File: src/rtl/spwm_pkg.sv
`timescale 1ns/1ps
package spwm_pkg;

    typedef enum logic {SLOPE_UP = 1'b0, SLOPE_DOWN = 1'b1} slope_e;

    // Magnitude of 2047*sin(k*pi/64) for k = 0..32 (first quadrant, inclusive of peak)
    function automatic logic [10:0] quarter_mag(input logic [5:0] k);
        logic [10:0] m;
        case (k)
            6'd0:  m = 11'd0;
            6'd1:  m = 11'd100;
            6'd2:  m = 11'd201;
            6'd3:  m = 11'd300;
            6'd4:  m = 11'd399;
            6'd5:  m = 11'd497;
            6'd6:  m = 11'd594;
            6'd7:  m = 11'd690;
            6'd8:  m = 11'd783;
            6'd9:  m = 11'd875;
            6'd10: m = 11'd965;
            6'd11: m = 11'd1052;
            6'd12: m = 11'd1137;
            6'd13: m = 11'd1219;
            6'd14: m = 11'd1299;
            6'd15: m = 11'd1375;
            6'd16: m = 11'd1447;
            6'd17: m = 11'd1517;
            6'd18: m = 11'd1582;
            6'd19: m = 11'd1644;
            6'd20: m = 11'd1702;
            6'd21: m = 11'd1756;
            6'd22: m = 11'd1805;
            6'd23: m = 11'd1850;
            6'd24: m = 11'd1891;
            6'd25: m = 11'd1927;
            6'd26: m = 11'd1959;
            6'd27: m = 11'd1986;
            6'd28: m = 11'd2008;
            6'd29: m = 11'd2025;
            6'd30: m = 11'd2037;
            6'd31: m = 11'd2045;
            default: m = 11'd2047;
        endcase
        return m;
    endfunction

    // Signed sine over 128 steps per period, peak 2047
    function automatic logic signed [11:0] sine_at(input logic [6:0] idx);
        logic [5:0]  k;
        logic [10:0] m;
        k = idx[5] ? (6'd32 - {1'b0, idx[4:0]}) : {1'b0, idx[4:0]};
        m = quarter_mag(k);
        return idx[6] ? -$signed({1'b0, m}) : $signed({1'b0, m});
    endfunction

endpackage

File: src/rtl/spwm_carrier.sv
`timescale 1ns/1ps
module spwm_carrier
    import spwm_pkg::*;
#(
    parameter int TRI_MAX = 1666
) (
    input  logic                           clk,
    input  logic                           rst,
    input  logic                           en_i,
    output logic [$clog2(TRI_MAX+1)-1:0]   tri_o,
    output logic                           valley_o
);
    localparam int TRI_W = $clog2(TRI_MAX + 1);

    typedef struct packed {
        logic [TRI_W-1:0] level;
        slope_e           slope;
    } car_t;

    car_t st_d, st_q;

    always_comb begin
        st_d = st_q;
        if (!en_i) begin
            st_d.level = '0;
            st_d.slope = SLOPE_UP;
        end else if (st_q.slope == SLOPE_UP) begin
            st_d.level = st_q.level + 1'b1;
            if (st_q.level == TRI_W'(TRI_MAX - 1)) st_d.slope = SLOPE_DOWN;
        end else begin
            st_d.level = st_q.level - 1'b1;
            if (st_q.level == TRI_W'(1)) st_d.slope = SLOPE_UP;
        end
    end

    always_ff @(posedge clk) begin
        if (rst) begin
            st_q.level <= '0;
            st_q.slope <= SLOPE_UP;
        end else begin
            st_q <= st_d;
        end
    end

    assign tri_o    = st_q.level;
    assign valley_o = (st_q.level == '0);

    AST_TRI_BOUND: assert property (@(posedge clk) disable iff (rst)
        st_q.level <= TRI_W'(TRI_MAX));
    AST_TRI_TURN: assert property (@(posedge clk) disable iff (rst)
        (en_i && st_q.level == TRI_W'(TRI_MAX)) |=> (st_q.level == TRI_W'(TRI_MAX - 1)));

endmodule

File: src/rtl/spwm_reference.sv
`timescale 1ns/1ps
module spwm_reference
    import spwm_pkg::*;
#(
    parameter int CLK_PER_SAMPLE  = 333,
    parameter int SAMPLES_PER_SEC = 150000,
    parameter int TRI_MAX         = 1666,
    parameter int FMAX            = 60
) (
    input  logic                           clk,
    input  logic                           rst,
    input  logic                           en_i,
    input  logic                           valley_i,
    input  logic [$clog2(FMAX+1)-1:0]      fsel_i,
    output logic [$clog2(TRI_MAX+1)-1:0]   level_o
);
    localparam int DIV_W  = $clog2(CLK_PER_SAMPLE + 1);
    localparam int PH_W   = $clog2(SAMPLES_PER_SEC + 1);
    localparam int F_W    = $clog2(FMAX + 1);
    localparam int TRI_W  = $clog2(TRI_MAX + 1);
    localparam int HALF   = TRI_MAX / 2;
    localparam int IDX_SH = 24;
    localparam int AMP_SH = 24;
    localparam longint RECIP = (longint'(128) <<< IDX_SH) / longint'(SAMPLES_PER_SEC);
    localparam longint AMP_K = ((longint'(HALF) <<< AMP_SH) + longint'(2047 * FMAX / 2))
                               / longint'(2047 * FMAX);

    typedef struct packed {
        logic [DIV_W-1:0] div;
        logic [PH_W-1:0]  phase;
        logic [F_W-1:0]   freq;
        logic [TRI_W-1:0] level;
    } ref_t;

    ref_t st_d, st_q;

    logic [F_W-1:0]      freq_req;
    logic                strobe;
    logic [PH_W:0]       ph_sum;
    logic [63:0]         scaled;
    logic [6:0]          idx;
    logic signed [11:0]  sine;
    longint              prod;
    longint              lvl;

    always_comb begin
        if (fsel_i == '0)                  freq_req = F_W'(1);
        else if (fsel_i > F_W'(FMAX))      freq_req = F_W'(FMAX);
        else                               freq_req = fsel_i;

        strobe = (st_q.div == DIV_W'(CLK_PER_SAMPLE - 1));
        ph_sum = {1'b0, st_q.phase} + (PH_W+1)'(st_q.freq);
        if (ph_sum >= (PH_W+1)'(SAMPLES_PER_SEC))
            ph_sum = ph_sum - (PH_W+1)'(SAMPLES_PER_SEC);

        scaled = 64'(st_q.phase) * 64'(RECIP);
        idx    = 7'(scaled >> IDX_SH);
        sine   = sine_at(idx);
        prod   = longint'(sine) * longint'(st_q.freq) * AMP_K;
        lvl    = longint'(HALF) + (prod >>> AMP_SH);
        if (lvl < 0)                     lvl = 0;
        if (lvl > longint'(TRI_MAX))     lvl = longint'(TRI_MAX);

        st_d = st_q;
        if (!en_i) begin
            st_d.div   = '0;
            st_d.phase = '0;
            st_d.freq  = freq_req;
            st_d.level = '0;
        end else begin
            st_d.div   = strobe ? '0 : st_q.div + 1'b1;
            if (strobe) st_d.phase = PH_W'(ph_sum);
            if (valley_i) st_d.freq = freq_req;
            st_d.level = TRI_W'(lvl);
        end
    end

    always_ff @(posedge clk) begin
        if (rst) begin
            st_q.div   <= '0;
            st_q.phase <= '0;
            st_q.freq  <= F_W'(1);
            st_q.level <= '0;
        end else begin
            st_q <= st_d;
        end
    end

    assign level_o = st_q.level;

    AST_PHASE_WRAP: assert property (@(posedge clk) disable iff (rst)
        st_q.phase < PH_W'(SAMPLES_PER_SEC));
    AST_FREQ_HELD: assert property (@(posedge clk) disable iff (rst)
        (en_i && !valley_i) |=> $stable(st_q.freq));
    AST_FREQ_RANGE: assert property (@(posedge clk) disable iff (rst)
        (st_q.freq >= F_W'(1)) && (st_q.freq <= F_W'(FMAX)));
    AST_LEVEL_RANGE: assert property (@(posedge clk) disable iff (rst)
        st_q.level <= TRI_W'(TRI_MAX));

endmodule

File: src/rtl/spwm_deadtime.sv
`timescale 1ns/1ps
module spwm_deadtime #(
    parameter int DEAD_CYCLES = 25,
    parameter int TRI_W       = 11
) (
    input  logic             clk,
    input  logic             rst,
    input  logic             en_i,
    input  logic [TRI_W-1:0] level_i,
    input  logic [TRI_W-1:0] tri_i,
    output logic             hi_o,
    output logic             lo_o
);
    localparam int HOLD_W = $clog2(DEAD_CYCLES + 2);

    typedef struct packed {
        logic              cmp;
        logic              cmp_prev;
        logic [HOLD_W-1:0] hold;
        logic              hi;
        logic              lo;
    } dt_t;

    dt_t st_d, st_q;
    logic [HOLD_W-1:0] hold_next;

    always_comb begin
        if (st_q.cmp != st_q.cmp_prev)                 hold_next = '0;
        else if (st_q.hold >= HOLD_W'(DEAD_CYCLES))    hold_next = HOLD_W'(DEAD_CYCLES);
        else                                           hold_next = st_q.hold + 1'b1;

        st_d = st_q;
        if (!en_i) begin
            st_d = '0;
        end else begin
            st_d.cmp      = (level_i > tri_i);
            st_d.cmp_prev = st_q.cmp;
            st_d.hold     = hold_next;
            st_d.hi       =  st_q.cmp && (hold_next >= HOLD_W'(DEAD_CYCLES));
            st_d.lo       = !st_q.cmp && (hold_next >= HOLD_W'(DEAD_CYCLES));
        end
    end

    always_ff @(posedge clk) begin
        if (rst) st_q <= '0;
        else     st_q <= st_d;
    end

    assign hi_o = st_q.hi;
    assign lo_o = st_q.lo;

    AST_NO_OVERLAP: assert property (@(posedge clk) disable iff (rst)
        !(st_q.hi && st_q.lo));
    AST_HI_AFTER_LO_OFF: assert property (@(posedge clk) disable iff (rst)
        $rose(st_q.hi) |-> !$past(st_q.lo));
    AST_LO_AFTER_HI_OFF: assert property (@(posedge clk) disable iff (rst)
        $rose(st_q.lo) |-> !$past(st_q.hi));
    AST_PARK_WHEN_OFF: assert property (@(posedge clk) disable iff (rst)
        !en_i |=> (!st_q.hi && !st_q.lo));

endmodule

File: src/rtl/spwm_leg_ctrl.sv
`timescale 1ns/1ps
module spwm_leg_ctrl #(
    parameter int CLK_PER_SAMPLE  = 333,
    parameter int SAMPLES_PER_SEC = 150000,
    parameter int TRI_MAX         = 1666,
    parameter int FMAX            = 60,
    parameter int DEAD_CYCLES     = 25
) (
    input  logic                      clk,
    input  logic                      rst,
    input  logic                      en,
    input  logic [$clog2(FMAX+1)-1:0] fsel,
    output logic                      pwm_hi,
    output logic                      pwm_lo
);
    localparam int TRI_W = $clog2(TRI_MAX + 1);

    logic [TRI_W-1:0] carrier;
    logic             valley;
    logic [TRI_W-1:0] level;

    spwm_carrier #(.TRI_MAX(TRI_MAX)) u_carrier (
        .clk      (clk),
        .rst      (rst),
        .en_i     (en),
        .tri_o    (carrier),
        .valley_o (valley)
    );

    spwm_reference #(
        .CLK_PER_SAMPLE  (CLK_PER_SAMPLE),
        .SAMPLES_PER_SEC (SAMPLES_PER_SEC),
        .TRI_MAX         (TRI_MAX),
        .FMAX            (FMAX)
    ) u_reference (
        .clk      (clk),
        .rst      (rst),
        .en_i     (en),
        .valley_i (valley),
        .fsel_i   (fsel),
        .level_o  (level)
    );

    spwm_deadtime #(
        .DEAD_CYCLES (DEAD_CYCLES),
        .TRI_W       (TRI_W)
    ) u_deadtime (
        .clk     (clk),
        .rst     (rst),
        .en_i    (en),
        .level_i (level),
        .tri_i   (carrier),
        .hi_o    (pwm_hi),
        .lo_o    (pwm_lo)
    );

    AST_RESET_PARK: assert property (@(posedge clk)
        rst |=> (!pwm_hi && !pwm_lo));

endmodule

File: config.mk
export PLATFORM = sky130hd
export DESIGN_NAME = spwm_leg_ctrl
export DESIGN_NICKNAME = d
export VERILOG_FILES = /design/src/rtl/spwm_pkg.sv /design/src/rtl/spwm_carrier.sv /design/src/rtl/spwm_reference.sv /design/src/rtl/spwm_deadtime.sv /design/src/rtl/spwm_leg_ctrl.sv
export SDC_FILE = /design/constraint.sdc
export NUM_CORES = 1
export LEC_CHECK = 0
export ABC_CLOCK_PERIOD_IN_PS = 21000
export BUFFER_PORTS_ARGS = -buffer_cell sky130_fd_sc_hd__buf_4
export CAP_MARGIN = 5
export CORE_UTILIZATION = 65
export CTS_BUF_LIST = sky130_fd_sc_hd__clkbuf_16
export DETAILED_ROUTE_END_ITERATION = 8
export GPL_ROUTABILITY_DRIVEN = 0
export PLACE_DENSITY_LB_ADDON = 0.3
export SYNTH_ARGS = -nofsm -noshare
export SYNTH_HDL_FRONTEND = slang
export SYNTH_HIERARCHICAL = 1
export SYNTH_SLANG_ARGS = --single-unit
File: constraint.sdc
create_clock -name clk -period 21 [get_ports clk]
set_input_delay 2.1 -clock clk [delete_from_list [all_inputs] [get_ports clk]]
set_output_delay 2.1 -clock clk [all_outputs]
set_load 0.03 [all_outputs]
==> results.yml, run 1 <==
clock_network:
  root_buffer: "clkbuf_16"
  clock_sinks: 65
  cts_buffer_depth: 2
  clk_latency_ns: 0.34
  cts_tree: "yes"
  htree_num_levels: 3
  cts-buffers-inserted: 9
  hold_buffers: 0
  cts.clk_slew.worst_paths_ns: 0.06
floorplanning:
  die_y_um: 177.5
  rows: 63
  start_util_pct: 66.83
  die_area_sq_mm: 0.03150
  die_x_um: 177.5
  coreArea_sq_mm: 0.02995
  io_pins: 11
synth:
  syn-mean-instance-area_sq_um: 8.670
  synth_edf_count: 0
  synth_top_area_share_pct: 29.90
  synth_nets: 2896
  synth_area_sq_mm: 0.02002
  synth.area.top_cells: "fa_1, ha_1, inv_1"
  netlist_top_cells_count: "inv_1, fa_1, ha_1, nand2_1, nor2_1"
  synthCells: 2309
  yosysWarnings: 6
  yosys.cell_types.count: 104
  synthArstFlopShare_pct: 0
  synth-seq-cells: 65
  yosysTopAreaCell: "fa_1"
  yosysMostFrequentCell: "inv_1"
  ys_seq_area_share_pct: 6.500
  ys.flop_type: "dfxtp_1"
worst_setup_path:
  worst-path-max-fanout: 17
  critical_path_arrival_ns: 20.26
  crit_slowest_cell: "fa_1"
  path_common_cell: "inv_1"
  path_buf_inv: 15
  cp.required_ns: 21.23
  cp_top_family: "adder cells"
  cpPeakStageDelay_ns: 0.63
  path_class: "reg -> reg"
  endpoint_kind: "register"
  cp-start-kind: "register"
cells_and_area:
  fillers: 2288
  syn_to_final_growth_pct: 3.787
  final_cells: 2671
  final_nets: 2863
  design_area_sq_mm: 0.02078
  drive_gt1_share_pct: 5.655
  utilization_pct: 69.37
  num_antenna_cells: 0
  regArea_sq_mm: 0.001303
  multiInputGateArea_sq_mm: 0.01632
sta:
  finalHoldViolCount: 0
  max_slew_margin_pct: 25.09
  post-route-period-util_pct: 95.37
  max_freq_mhz: 49.93
  hold_ws_ns: 0.4933
  worstMarginPinSlew_ns: 1.116
  setup_tns_ns: 0
  setup_violations: 0
  fin_crit_ns: 20.03
  layout_setup_ws_ns: 0.9717
  skew_ns: 0.01071
  grt_setup_unrepaired: "false"
  drv_slew: 0
placed_design:
  portBuffers: 10
  placed_area_sq_mm: 0.02028
  placedCellCount: 2652
  dp_hpwl_um: 40020
  dp_slack_ns: 0.02437
routing:
  wirelength_um: 47490
  wl_met3_um: 2862
  wl_per_cell_um: 17.78
  wl_met1_um: 19720
  vias: 15780
  routed.top_layer: "met4"
  dr.pass1.iters: 7
  via_per_inst: 5.909
  drt-initial-drc-count: 1204
  wl_met2_um: 23340
  ant_nets: 0
  drc: 0
run:
  drv_cap: 0
power_and_ir_drop:
  ir_drop_mv: 0.02982
  p_int_mw: 0.2247
  p_leak_nw: 11.20
  p_sw_share_pct: 26.54
  switchingPower_mw: 0.08117
  clockPowerShare_pct: 52.4
  power_frac_comb_pct: 5.0
  pwr_density_cell_mw_per_mm2: 14.72
  seq_power_share_pct: 42.6
  total_power_mw: 0.3059
global_routing:
  grt_max_degree: 31
  antenna_found_initial: 0
  grt_pass1_vias: 16050
  grt_usage_pct: 31.43
  overflow: 0
  grt_pass1_wl_um: 78820
status:
  outcome: "complete, no violations"
min_path:
  hold_class: "reg -> reg"
[layout by cell type, fill, tap and decap left out, types with 10 or more instances in the layout]
master      n
inv_1     565
fa_1      299
ha_1      279
nand2_1   120
nor2_1    116
xnor2_1    96
a21oi_1    72
dfxtp_1    64
o21ai_0    54
nor3_1     41
nand3_1    37
xor2_1     36
and2_1     36
buf_4      31
a21o_1     26
mux2i_1    25
nand2b_1   23
nand4_1    20
nor2b_1    19
a211oi_1   19
o21a_1     15
o31ai_1    12
o21bai_1   12
or3_1      11
o22ai_1    10
a31oi_1    10
o211ai_1   10
[cell families (layout without fill, tap and decap cells)]
family / count (synthesis) / in the layout / share of synthesized area, %
buffers and inverters: 643 / 614 / 12.85
adders and majority gates: 578 / 578 / 47.34
and+or+nand+nor: 495 / 496 / 12.50
AOI/OAI and AO/OA: 356 / 356 / 13.01
xor gates and xnor gates: 143 / 143 / 6.331
DFF: 65 / 65 / 6.500
muxes: 29 / 29 / 1.475
[flip-flops by register name, indices dropped and copies added (netlist names)]
name	cells
u_deadtime/st_q	7
u_deadtime/lo_o	1
u_reference/st_q	33
u_deadtime/hi_o	1
u_carrier/tri_o	11
u_reference/level_o	11
u_carrier/st_q	1
[power groups by stage]
stage | Clock [mW] | Combinational [mW] | Sequential, mW
2_1_floorplan | 0 | 0.0125 | 0.129
3_3_place_gp | 0 | 0.0145 | 0.133
3_5_place_dp | 0 | 0.0150 | 0.133
4_1_cts | 0.164 | 0.0151 | 0.130
5_1_grt | 0.168 | 0.0169 | 0.131
6_report | 0.160 | 0.0153 | 0.130
[repair_timing]
| action | in CTS | in global routing |
|---|---|---|
| gates resized for setup | 2 | 34 |
| pin swaps | 0 | 2 |
| cloned | 0 | 1 |
| endpoints found under the setup margin | 7 | 11 |
| setup buffers | 0 | 2 |
[path summary, 6_finish.rpt]
| path | cells past startpoint | from | to | slack [ns] |
|---|---|---|---|---|
| max | 75 | u_reference/st_q[30] | u_reference/level_o[7] | 0.97 |
| min | 1 | u_reference/st_q[35] | u_reference/st_q[35] | 0.49 |
| max reg2reg | 75 | u_reference/st_q[30] | u_reference/level_o[7] | 0.97 |
| min reg2reg | 1 | u_reference/st_q[35] | u_reference/st_q[35] | 0.49 |
[per-layer routing]
metal / vias up / track usage (%)
met2: 605 / 55.29
met5: - / 0
met3: 120 / 3.235
met4: 0 / 10.72
li1: 7355 / -
met1: 7704 / 40.19
[cell type report]
class                      count  share of cell area [%]
sequential                    65                   6.269
multi-input combinational   1602                   78.56
clock inverter                 7                  0.3673
timing repair buffer          31                   1.120
clock buffer                   9                   1.084
inverter                     567                   10.26
tap                          390                   2.349
Note: power is estimated with default switching activity, not from simulation.
==> run 2: changes to the inputs <==
--- a/config.mk
+++ b/config.mk
@@ -5,7 +5,6 @@
 export SDC_FILE = /design/constraint.sdc
 export NUM_CORES = 1
 export LEC_CHECK = 0
-export ABC_CLOCK_PERIOD_IN_PS = 21000
 export BUFFER_PORTS_ARGS = -buffer_cell sky130_fd_sc_hd__buf_4
 export CAP_MARGIN = 5
 export CORE_UTILIZATION = 65
==> constraint.sdc (replaced) <==
create_clock -name clk -period 20.7 [get_ports clk]
set_input_delay 2.07 -clock clk [delete_from_list [all_inputs] [get_ports clk]]
set_output_delay 2.07 -clock clk [all_outputs]
set_load 0.03 [all_outputs]
==> results.yml, run 2 (same netlist as run 1, synthesis figures left out) <==
global_routing:
  antenna_found_initial: 0
  grt_pass1_wl_um: 78580
  grt_usage_pct: 31.44
  grt_max_degree: 31
  overflow: 0
  grt_pass1_vias: 16070
routing:
  wirelength_um: 47280
  drt-initial-drc-count: 1066
  dr.pass1.iters: 6
  via_per_inst: 5.859
  wl_per_cell_um: 17.66
  drc: 0
  vias: 15690
  ant_nets: 0
worst_setup_path:
  path_class: "reg -> reg"
  cp.required_ns: 20.95
  crit_slowest_cell: "or4b_2"
  cp-start-kind: "register"
  critical_path_arrival_ns: 20.01
  path_common_cell: "inv_1"
  worst-path-max-fanout: 17
  crit_start: "u_reference/st_q[30]"
  endpoint_kind: "register"
  cpPeakStageDelay_ns: 0.64
  cp_top_family: "adder cells"
  path_buf_inv: 16
  reg2reg_from: "u_reference/st_q[30]"
clock_network:
  htree_num_levels: 3
  cts-buffers-inserted: 9
  clock_sinks: 65
  cts_tree: "yes"
  cts.clk_slew.worst_paths_ns: 0.06
  clk_latency_ns: 0.36
  cts_buffer_depth: 2
  root_buffer: "clkbuf_16"
  hold_buffers: 0
floorplanning:
  die_x_um: 177.5
  start_util_pct: 66.83
  die_y_um: 177.5
  io_pins: 11
  die_area_sq_mm: 0.03150
  coreArea_sq_mm: 0.02995
  rows: 63
placed_design:
  dp_hpwl_um: 39980
  portBuffers: 10
sta:
  post-route-period-util_pct: 95.48
  finalHoldViolCount: 0
  fin_crit_ns: 19.76
  setup_violations: 0
  skew_ns: 0.006474
  max_slew_margin_pct: 25.53
  worstMarginPinSlew_ns: 1.117
  hold_ws_ns: 0.4753
  drv_slew: 0
  max_freq_mhz: 50.60
min_path:
  min_from: "u_reference/st_q[35]"
  hold_class: "reg -> reg"
cells_and_area:
  largest_reg_flops: 33
  utilization_pct: 69.52
  final_nets: 2870
  drive_gt1_share_pct: 5.857
  num_antenna_cells: 0
  mostFrequentLayoutCell: "inv_1"
  regMostFlops: "u_reference/st_q"
  syn_to_final_growth_pct: 4.025
  final_cell_mix: "inv_1, fa_1, ha_1, nand2_1, nor2_1"
run:
  drv_cap: 0
power_and_ir_drop:
  p_int_mw: 0.2403
  pwr_density_cell_mw_per_mm2: 15.55
  p_leak_nw: 11.22
  power_frac_comb_pct: 4.8
  clockPowerShare_pct: 54.4
  ir_drop_mv: 0.03521
  total_power_mw: 0.3239
  seq_power_share_pct: 40.9
  switchingPower_mw: 0.08361
  p_sw_share_pct: 25.81
status:
  outcome: "complete, no violations"
## run 2: worst paths after layout
kind,end,slack (ns),depth (start not counted)
worst min register to register,u_reference/st_q[35],0.48,1
worst min-delay path,u_reference/st_q[35],0.48,1
worst max-delay path,u_reference/level_o[7],0.94,75
worst max register to register,u_reference/level_o[7],0.94,75
## run 2: metrics by stage
stage	area [sq um]	instances	TNS [ns]	worst slack (ns)
6_report	20830	2678	0	0.9363
5_1_grt	20830	2678	-0.2257	-0.03917
4_1_cts	20620	2670	0	0.2655
3_5_place_dp	20300	2654	0	0.3685
3_3_place_gp	20300	2654	0	0.9166
2_1_floorplan	20020	2309	0	1.275
## run 2: power groups by stage
| stage | clock network, mW | logic [mW] | registers (mW) |
|---|---|---|---|
| after CTS | 0.178 | 0.0152 | 0.132 |
| after detailed placement | 0 | 0.0151 | 0.135 |
| after global placement | 0 | 0.0146 | 0.135 |
| after global routing | 0.184 | 0.0169 | 0.133 |
| final | 0.176 | 0.0154 | 0.132 |
| after floorplan | 0 | 0.0126 | 0.131 |
## run 2: routing by layer
layer  track usage (%)  vias to the layer above  part of all wire [%]
met1             39.81                     7608                    41
met4             13.78                        0                   4.3
met3             3.449                      129                   5.9
met5                 0                        -                     0
met2             54.18                      581                    49
li1                  -                     7372                     -
## run 2: what timing repair did
| action | 4_1_cts | 5_1_grt |
|---|---|---|
| gates resized for setup | 0 | 31 |
| endpoints found under the setup margin | 0 | 11 |
| setup buffers | 0 | 8 |
## run 2: worst register-to-register path: cells and delay by family (launching register included)
family | cells | cell delay, ns
xor gates and xnor gates | 4 | 0.98
muxes | 1 | 0.13
buffers and inverters | 16 | 1.56
and+or+nand+nor | 19 | 4.68
DFF | 1 | 0.46
adders and majority gates | 18 | 8.22
AOI/OAI and AO/OA | 17 | 3.60
## run 2: cell type report
type                       count  area (sq um)
clock buffer                   9         225.2
multi-input combinational   1601         16290
fill                        2287          9129
tap                          390         488.0
clock inverter                 7         100.1
timing repair buffer          39         292.8
inverter                     567          2130
sequential                    65          1303
